===== config.mk =====
export PLATFORM = sky130hd
export DESIGN_NAME = mac_unit
export DESIGN_NICKNAME = d
export VERILOG_FILES = /design/src/rtl/mac_pkg.sv /design/src/rtl/mac_opreg.sv /design/src/rtl/mac_datapath.sv /design/src/rtl/mac_accum.sv /design/src/rtl/mac_unit.sv
export SDC_FILE = /design/constraint.sdc
export NUM_CORES = 1
export LEC_CHECK = 0
export BUFFER_PORTS_ARGS = -buffer_cell sky130_fd_sc_hd__buf_2
export CORE_MARGIN = 2
export CORE_UTILIZATION = 55
export CTS_BUF_LIST = sky130_fd_sc_hd__clkbuf_16
export CTS_CLUSTER_SIZE = 40
export DETAILED_ROUTE_END_ITERATION = 7
export GPL_TIMING_DRIVEN = 1
export PLACE_DENSITY_LB_ADDON = 0.25
export SYNTH_ARGS = -nofsm -noshare
export SYNTH_HDL_FRONTEND = slang
export SYNTH_SLANG_ARGS = --single-unit

===== constraint.sdc =====
create_clock -name clk -period 20.8 [get_ports clk]
set_clock_uncertainty 0.1 [all_clocks]
set_input_delay 1.04 -clock clk [delete_from_list [all_inputs] [get_ports clk]]
set_output_delay 1.04 -clock clk [all_outputs]
set_load 0.02 [all_outputs]

===== src/rtl/mac_pkg.sv =====
package mac_pkg;
    localparam int OP_W  = 16;
    localparam int EXT_W = 3;
    localparam int ACC_W = 2 * OP_W + EXT_W;

    typedef struct packed {
        logic sign_mode;
        logic acc_mode;
        logic sub_mode;
        logic rnd_mode;
    } mac_ctl_t;

    typedef enum logic [1:0] {
        OP_LOAD = 2'd0,
        OP_ADD  = 2'd1,
        OP_RSUB = 2'd2
    } mac_op_e;

    function automatic mac_op_e decode_op(mac_ctl_t c);
        if (!c.acc_mode)    return OP_LOAD;
        else if (c.sub_mode) return OP_RSUB;
        else                return OP_ADD;
    endfunction

    function automatic logic [ACC_W-1:0] widen(logic [OP_W-1:0] v, logic sgn);
        return {{(ACC_W-OP_W){sgn & v[OP_W-1]}}, v};
    endfunction
endpackage


===== src/rtl/mac_opreg.sv =====
module mac_opreg #(
    parameter int W = 16
) (
    input  logic         clk,
    input  logic         rst,
    input  logic         en,
    input  logic [W-1:0] d,
    output logic [W-1:0] q
);
    always_ff @(posedge clk) begin
        if (rst)     q <= '0;
        else if (en) q <= d;
    end

    AST_OPERAND_HOLD: assert property (@(posedge clk) disable iff (rst)
        !en |=> $stable(q));
endmodule


===== src/rtl/mac_datapath.sv =====
module mac_datapath
    import mac_pkg::*;
(
    input  logic [OP_W-1:0]  x_q,
    input  logic [OP_W-1:0]  y_q,
    input  mac_ctl_t         ctl,
    input  logic [ACC_W-1:0] acc_q,
    output logic [ACC_W-1:0] calc
);
    localparam logic [ACC_W-1:0] RND_ONE = ACC_W'(1) << (OP_W - 1);

    logic [ACC_W-1:0] xa, ya, prod, prod_r;
    mac_op_e          op;

    always_comb begin
        xa     = widen(x_q, ctl.sign_mode);
        ya     = widen(y_q, ctl.sign_mode);
        prod   = xa * ya;
        prod_r = prod + (ctl.rnd_mode ? RND_ONE : '0);
        op     = decode_op(ctl);
        unique case (op)
            OP_ADD:  calc = prod_r + acc_q;
            OP_RSUB: calc = prod_r - acc_q;
            default: calc = prod_r;
        endcase
    end
endmodule


===== src/rtl/mac_accum.sv =====
module mac_accum
    import mac_pkg::*;
(
    input  logic             clk,
    input  logic             rst,
    input  logic             p_en,
    input  logic             preload,
    input  logic             ext_oe_n,
    input  logic             hi_oe_n,
    input  logic             lo_oe_n,
    input  logic [EXT_W-1:0] ext_in,
    input  logic [OP_W-1:0]  hi_in,
    input  logic [OP_W-1:0]  lo_in,
    input  logic [ACC_W-1:0] calc,
    output logic [ACC_W-1:0] acc_q
);
    localparam int HI_LSB  = OP_W;
    localparam int EXT_LSB = 2 * OP_W;

    always_ff @(posedge clk) begin
        if (rst) begin
            acc_q <= '0;
        end else if (p_en) begin
            if (preload) begin
                if (ext_oe_n) acc_q[EXT_LSB +: EXT_W] <= ext_in;
                if (hi_oe_n)  acc_q[HI_LSB +: OP_W]   <= hi_in;
                if (lo_oe_n)  acc_q[0 +: OP_W]        <= lo_in;
            end else begin
                acc_q <= calc;
            end
        end
    end

    AST_RESET_CLEAR: assert property (@(posedge clk)
        rst |=> acc_q == '0);
    AST_IDLE_HOLD: assert property (@(posedge clk) disable iff (rst)
        !p_en |=> $stable(acc_q));
    AST_PRELOAD_HI: assert property (@(posedge clk) disable iff (rst)
        (p_en && preload && hi_oe_n) |=> acc_q[HI_LSB +: OP_W] == $past(hi_in));
    AST_PRELOAD_EXT: assert property (@(posedge clk) disable iff (rst)
        (p_en && preload && ext_oe_n) |=> acc_q[EXT_LSB +: EXT_W] == $past(ext_in));
    AST_DRIVEN_LO_HOLD: assert property (@(posedge clk) disable iff (rst)
        (p_en && preload && !lo_oe_n) |=> $stable(acc_q[0 +: OP_W]));
endmodule


===== src/rtl/mac_unit.sv =====
module mac_unit
    import mac_pkg::*;
(
    input  logic             clk,
    input  logic             rst,
    input  logic             x_en,
    input  logic             y_en,
    input  logic             p_en,
    input  logic [OP_W-1:0]  x_in,
    input  logic [OP_W-1:0]  y_in,
    input  logic             sign_mode,
    input  logic             acc_mode,
    input  logic             sub_mode,
    input  logic             rnd_mode,
    input  logic             preload,
    input  logic             ext_oe_n,
    input  logic             hi_oe_n,
    input  logic             lo_oe_n,
    input  logic [EXT_W-1:0] ext_in,
    input  logic [OP_W-1:0]  hi_in,
    output logic [EXT_W-1:0] ext_out,
    output logic             ext_vld,
    output logic [OP_W-1:0]  hi_out,
    output logic             hi_vld,
    output logic [OP_W-1:0]  lo_out,
    output logic             lo_vld
);
    logic [OP_W-1:0]  x_q, y_q;
    logic [ACC_W-1:0] acc_q, calc;
    mac_ctl_t         ctl_q;
    logic             y_cap, ctl_cap;

    assign y_cap   = y_en & lo_oe_n;
    assign ctl_cap = x_en | y_en;

    mac_opreg #(.W(OP_W)) u_xreg (
        .clk(clk), .rst(rst), .en(x_en), .d(x_in), .q(x_q)
    );
    mac_opreg #(.W(OP_W)) u_yreg (
        .clk(clk), .rst(rst), .en(y_cap), .d(y_in), .q(y_q)
    );

    always_ff @(posedge clk) begin
        if (rst)
            ctl_q <= '0;
        else if (ctl_cap)
            ctl_q <= '{sign_mode: sign_mode, acc_mode: acc_mode,
                       sub_mode: sub_mode, rnd_mode: rnd_mode};
    end

    AST_CTL_HOLD: assert property (@(posedge clk) disable iff (rst)
        !(x_en || y_en) |=> $stable(ctl_q));
    AST_Y_BLOCKED: assert property (@(posedge clk) disable iff (rst)
        (!lo_oe_n) |=> $stable(y_q));

    mac_datapath u_dp (
        .x_q(x_q), .y_q(y_q), .ctl(ctl_q), .acc_q(acc_q), .calc(calc)
    );

    mac_accum u_acc (
        .clk(clk), .rst(rst), .p_en(p_en), .preload(preload),
        .ext_oe_n(ext_oe_n), .hi_oe_n(hi_oe_n), .lo_oe_n(lo_oe_n),
        .ext_in(ext_in), .hi_in(hi_in), .lo_in(y_in),
        .calc(calc), .acc_q(acc_q)
    );

    assign ext_out = acc_q[2*OP_W +: EXT_W];
    assign hi_out  = acc_q[OP_W +: OP_W];
    assign lo_out  = acc_q[0 +: OP_W];
    assign ext_vld = ~ext_oe_n;
    assign hi_vld  = ~hi_oe_n;
    assign lo_vld  = ~lo_oe_n;
endmodule


==> results_dict.tcl, run 1 <==
set metrics [dict create \
    setup_viol 0 \
    ir_worst_vdd_uv 42.74 \
    die_w_um 179.1 \
    critical_path.top_delay_family "adder cells" \
    num_vias 13910 \
    p_per_area_nw_per_um2 40.70 \
    cp_common_cell "fa_1" \
    ant_nets 0 \
    wl_per_cell_um 18.76 \
    yosysWarnings 0 \
    synth-seq-cells 71 \
    rsz0062_at_grt "false" \
    synth-async-reset-ratio_pct 0 \
    endpoint_kind "register" \
    cts_hold_repair.buffers 0 \
    portBuffers 101 \
    whs_ps 373.5 \
    syn_nets 2478 \
    post_cts_resized 0 \
    crit_arrival_ps 10130 \
    relSlewSlack_pct 17.32 \
    std_cell_rows 64 \
    synth_flop_cell "dfxtp_1" \
    clock_path_buffers 2 \
    fillerInstances 2790 \
    areaGrowthSynthToFinish_pct 6.314 \
    crit_buf_inv 3 \
    cts_buffers 9 \
    initial_core_util_pct 55.42 \
    grt_pass1_wl_mm 75.68 \
    wl_mm 45.62 \
    avgViaCountPerCell 5.721 \
    track_usage_pct 30.38 \
    dieArea_um2 32080 \
    slowest_stage "dfxtp_1" \
    worstPathRequired_ps 20970 \
    final_max_slew_viol_count 0 \
    hp-class "reg2reg" \
    layout_common_cells "inv_1, fa_1, nand2_1" \
    path_class "reg2reg" \
    nets 2514 \
    cts.sinks 71 \
    grt_overflow 0 \
    synth_edf_count 0 \
    gp_congestion 0.9245 \
    drc 0 \
    slowest_delay_ps 870 \
    max_cap_viol_count 0 \
    start_kind "register" \
    tritoncts "built" \
    antennaDiodeCount 0 \
    hold_violations 0 \
    r2r_slack_ps 10850 \
    postSynthAreaPerCell_um2 8.453 \
    grt_antenna_before_repair 0 \
    io_pins 102 \
    drt_iter0_markers 852 \
    core_um2 30430 \
    worstMarginPinSlew_ps 1240 \
    worst_skew_pair.late_latency_ps 360 \
    dp_hpwl_mm 36.02 \
    grt_pass1_vias 14470 \
    fmax_mhz 100.5 \
    die_h_um 179.1 \
    path_clk_slew_ps 60 \
    postCtsSetupBuffers 0 \
    firstDrtPassIters 6 \
    period_needed_ps 9955 \
    grt_start_max_net_pins 72 \
    drive_gt1_share_pct 7.367 \
    setup_tns_ps 0 \
    synthCells 1995 \
    p_leak_uw 0.009097 \
    period_share_pct 47.86 \
    yosysSeqAreaShare_pct 8.429 \
    crit_path_max_fanout 25 \
    root_buffer "clkbuf_16" \
    syn_area_um2 16860 \
    final_common_cell "inv_1" \
    htreeDepth 3 \
    status "complete, no violations" \
    synth_cell_type_count 77 \
]
cells in the mapped netlist, drive strengths merged (6+ instances only):
library cell | instances | area, um^2
a21oi | 106 | 541.8
or3 | 10 | 62.56
nor3 | 26 | 135.1
o211ai | 14 | 105.1
xor2 | 45 | 401.6
ha | 122 | 1526
nand3 | 20 | 105.1
clkbuf | 70 | 262.8
o31ai | 14 | 110.1
xnor2 | 69 | 604.3
o21a | 15 | 112.6
a21o | 21 | 157.7
and3 | 16 | 100.1
inv | 329 | 1235
a211oi | 11 | 95.09
o21ai | 66 | 334.1
mux2i | 27 | 270.3
nand4 | 6 | 37.54
o21bai | 9 | 67.56
fa | 297 | 5946
nor2b | 8 | 50.05
nor4 | 8 | 56.30
nand2 | 263 | 987.2
dfxtp | 71 | 1421
nor2 | 114 | 430.4
and2 | 130 | 813.3
a31oi | 12 | 75.07
buf | 12 | 83.82
nand2b | 15 | 93.84
per-stage QoR:
| step | util (%) | std cells | area [um^2] | setup WS, ps | total power, uW |
|---|---|---|---|---|---|
| CTS | 58.92 | 2432 | 17930 | 10900 | 728.0 |
| global route | 58.92 | 2432 | 17930 | 10210 | 776.7 |
| detailed placement | 57.73 | 2416 | 17570 | 10920 | 526.0 |
| global placement | 57.73 | 2416 | 17570 | 11150 | 521.9 |
| finish | 58.92 | 2432 | 17930 | 10850 | 729.6 |
| floorplan | - | 1995 | 16860 | 12200 | 432.2 |
cell type report:
type / count / area [um^2] / share of cell area, %
timing repair buffer: 107 / 550.5 / 3.071
sequential: 71 / 1421 / 7.928
inverter: 330 / 1239 / 6.909
tap: 396 / 495.5 / 2.764
multi-input combinational: 1512 / 13860 / 77.31
clock buffer: 9 / 225.2 / 1.256
clock inverter: 7 / 136.4 / 0.7607
power by group:
part           leakage (uW)  total [uW]  switching, uW  internal, uW
clock network      0.000178         199           70.0           129
registers          0.000583         174           29.2           145
logic               0.00834         357            214           143
path summary, 6_finish.rpt:
kind                start  cells after the start              end
min reg2reg      ctl_q[1]                      2         ctl_q[1]
max          u_xreg.q[15]                     31  u_acc.acc_q[34]
max reg2reg  u_xreg.q[15]                     31  u_acc.acc_q[34]
min              ctl_q[1]                      2         ctl_q[1]
tightest hold or removal path, stage by stage (launching register included):
cell and delay, ps:
dfxtp_1 320, nand2_1 60, a21oi_1 50
kinds of logic (layout without fill, tap and decap cells):
group                      after synthesis  after routing  synth area share [%]
AOI/OAI and AO/OA                      311            311                 11.95
xor gates and xnor gates               114            114                 5.965
adders and majority gates              419            419                 44.31
buffers and inverters                  412            453                 9.400
DFF                                     71             71                 8.429
muxes                                   31             31                 1.892
and+or+nand+nor                        637            637                 18.05
flip-flops by register name (all words and copies together), names as in the netlist:
register     cells
ctl_q            4
u_acc.acc_q     35
u_xreg.q        16
u_yreg.q        16
routing by layer:
layer,vias up,part of all wire [%],track usage [%]
li1,6400,-,-
met1,6950,43,41.67
met2,473,48,50.26
met3,90,5.9,4.114
met4,0,2.9,9.073
met5,-,0,0
(Power assumes the default switching activity.)
==> run 2, diff against run 1 <==
Settings changed: ABC_AREA from default to 1.
Clock period 20.8 ns to 9.6 ns, I/O delays scaled along.
==> run 2 against run 1 <==
Against the previous run:
- setup slack worse by 10000 ps
- first-iteration DRC count is 59% higher
- sequential share of layout area is 0.94 points lower
- synthesized cell count is 43% higher
- non-clock buffer count is 14 higher
- global-route usage is 2.7 points higher
- die area is 13% higher
- fmax is 10% higher
- worst hold slack worse by 140 ps
- clock-buffer cell count stayed put
- via count is 28% higher
==> results_dict.tcl, run 2 <==
set metrics [dict create \
    p_per_area_nw_per_um2 129.1 \
    slowest_delay_ps 800 \
    min_from "x_in[3]" \
    fin_ws_ps 590.2 \
    stdcell_count 3352 \
    cts_hold_repair.buffers 0 \
    synth.top_cell.area_share_pct 30.98 \
    setup_viol 0 \
    firstDrtPassIters 6 \
    slowest_stage "dfxtp_1" \
    crit_arrival_ps 9130 \
    max_cap_viol_count 0 \
    dieArea_um2 36400 \
    fmax_mhz 111.0 \
    p_leak_uw 0.01195 \
    die_h_um 190.8 \
    io_pins 102 \
    status "complete, no violations" \
    clock_path_buffers 2 \
    synth_edf_count 0 \
    drive_gt1_share_pct 7.767 \
    yosysSeqAreaShare_pct 7.406 \
    r2r-start "u_xreg.q[10]" \
    track_usage_pct 33.04 \
    synth-seq-cells 71 \
    layout_common_cells "nand2_1, inv_1, fa_1" \
    root_buffer "clkbuf_16" \
    worst_r2r_path_depth 40 \
    final_max_slew_viol_count 0 \
    synth_most_common_cell "nand2_1" \
    drc 0 \
    largest-register "u_acc.acc_q" \
    final_area_um2 20340 \
    syn_area_um2 19190 \
    path_clk_slew_ps 70 \
    path_class "reg2reg" \
    crit_path_max_fanout 18 \
    yosys-top-cells-count "nand2_1, inv_1, fa_1" \
    grt_pass1_vias 17620 \
    final_common_cell "nand2_1" \
    synth.area.top_cells "fa_1, nand2_1, inv_1" \
    wl_per_cell_um 17.28 \
    fillerInstances 3327 \
    hp-class "in2reg" \
    synthCells 2861 \
    min_path_cells 3 \
    hold_end "u_xreg.q[3]" \
    period_share_pct 93.85 \
    timing.rr.end "u_acc.acc_q[33]" \
    dp_hpwl_mm 49.27 \
    num_vias 17820 \
    core_um2 34460 \
    grt_start_max_net_pins 52 \
    start_kind "register" \
    drt_iter0_markers 1357 \
    cp_common_cell "nand2_1" \
    worst_skew_pair.late_latency_ps 370 \
    htreeDepth 3 \
    dp_cells 3335 \
    endpoint_kind "register" \
    wl_mm 57.92 \
    initial_core_util_pct 55.69 \
    grt_antenna_before_repair 0 \
    period_needed_ps 9010 \
    areaGrowthSynthToFinish_pct 6.011 \
    die_w_um 190.8 \
    r2r_slack_ps 590 \
    synth_flop_cell "dfxtp_1" \
    nets 3375 \
    largest_register_ffs 35 \
    cts.sinks 71 \
    antennaDiodeCount 0 \
    place_ws_ps 179.2 \
    relSlewSlack_pct 17.99 \
    portBuffers 101 \
    postSynthAreaPerCell_um2 6.708 \
    grt_pass1_wl_mm 93.98 \
    hold_violations 0 \
    std_cell_rows 68 \
    reg_top3 "u_acc.acc_q: 35 flops, u_xreg.q: 16 flops, u_yreg.q: 16 flops" \
    utilization_pct 59.04 \
    avgViaCountPerCell 5.317 \
    yosysWarnings 0 \
    syn_nets 3344 \
    cts_buffers 9 \
    worstPathRequired_ps 9720 \
    synth-async-reset-ratio_pct 0 \
    grt_overflow 0 \
    ant_nets 0 \
    gp_congestion 1.030 \
    ir_worst_vdd_uv 94.61 \
    tritoncts "built" \
    synth_top_cell_by_area "fa_1" \
    worstMarginPinSlew_ps 1229 \
    place_area_um2 20000 \
    synth_cell_type_count 49 \
]
[run 2: report_power, final]
part | total (uW) | switching (uW) | internal [uW]
Combinational | 1850 | 1240 | 615
Sequential | 385 | 64.7 | 320
Clock | 390 | 161 | 229
Total | 2630 | 1460 | 1160
[run 2: area by class of cell]
| class | count | area (um^2) | share of cell area, % |
|---|---|---|---|
| clock buffer | 9 | 225.2 | 1.107 |
| inverter | 694 | 2609 | 12.82 |
| clock inverter | 7 | 95.09 | 0.4674 |
| sequential | 71 | 1423 | 6.993 |
| tap | 455 | 569.3 | 2.798 |
| timing repair buffer | 121 | 655.6 | 3.223 |
| multi-input combinational | 1995 | 14770 | 72.59 |
[run 2: cells by family after synthesis]
logic type,synth area share (%)
flops,7.406
buf+inv,15.69
fa+ha+maj,38.94
simple gates,27.24
compound gates,7.739
xor+xnor,2.986
[run 2: worst max path at each step]
stage                  from              end  slack [ps]
2_1_floorplan  u_xreg.q[15]  u_acc.acc_q[34]        1730
3_3_place_gp       ctl_q[3]  u_acc.acc_q[34]         120
3_5_place_dp       ctl_q[3]  u_acc.acc_q[34]         180
4_1_cts            ctl_q[3]  u_acc.acc_q[34]         120
5_1_grt            ctl_q[3]  u_acc.acc_q[33]          -1
6_report       u_xreg.q[10]  u_acc.acc_q[33]         590
[run 2: per-layer routing]
layer	part of all wire, %	vias to the layer above	track usage [%]
met5	0	-	0
met4	2.3	0	8.438
met3	7.4	70	6.054
met2	46	644	53.72
met1	44	8576	45.48
li1	-	8532	-
[run 2: through the flow]
| stage | power [uW] | TNS [ps] | hold slack [ps] |
|---|---|---|---|
| 2_1_floorplan | 1690 | 0 | 354.6 |
| 5_1_grt | 2848 | -1.142 | 242.6 |
| 3_5_place_dp | 2192 | 0 | 381.5 |
| 4_1_cts | 2597 | 0 | 240.8 |
| 3_3_place_gp | 2182 | 0 | 364.9 |
| 6_report | 2626 | 0 | 238.3 |
[run 2: what timing repair did]
action                     CTS  global route
setup endpoints to repair    0             7
resized for setup            0             5
setup buffers                0             1
[run 2: critical path, delay by kind of cell, from the launching register on]
family / cells / cell delay, ps
buffers and inverters: 8 / 650
and+or+nand+nor: 19 / 2470
DFF: 1 / 800
adders and majority gates: 10 / 4330
xor gates and xnor gates: 1 / 160
AOI/OAI and AO/OA: 2 / 330
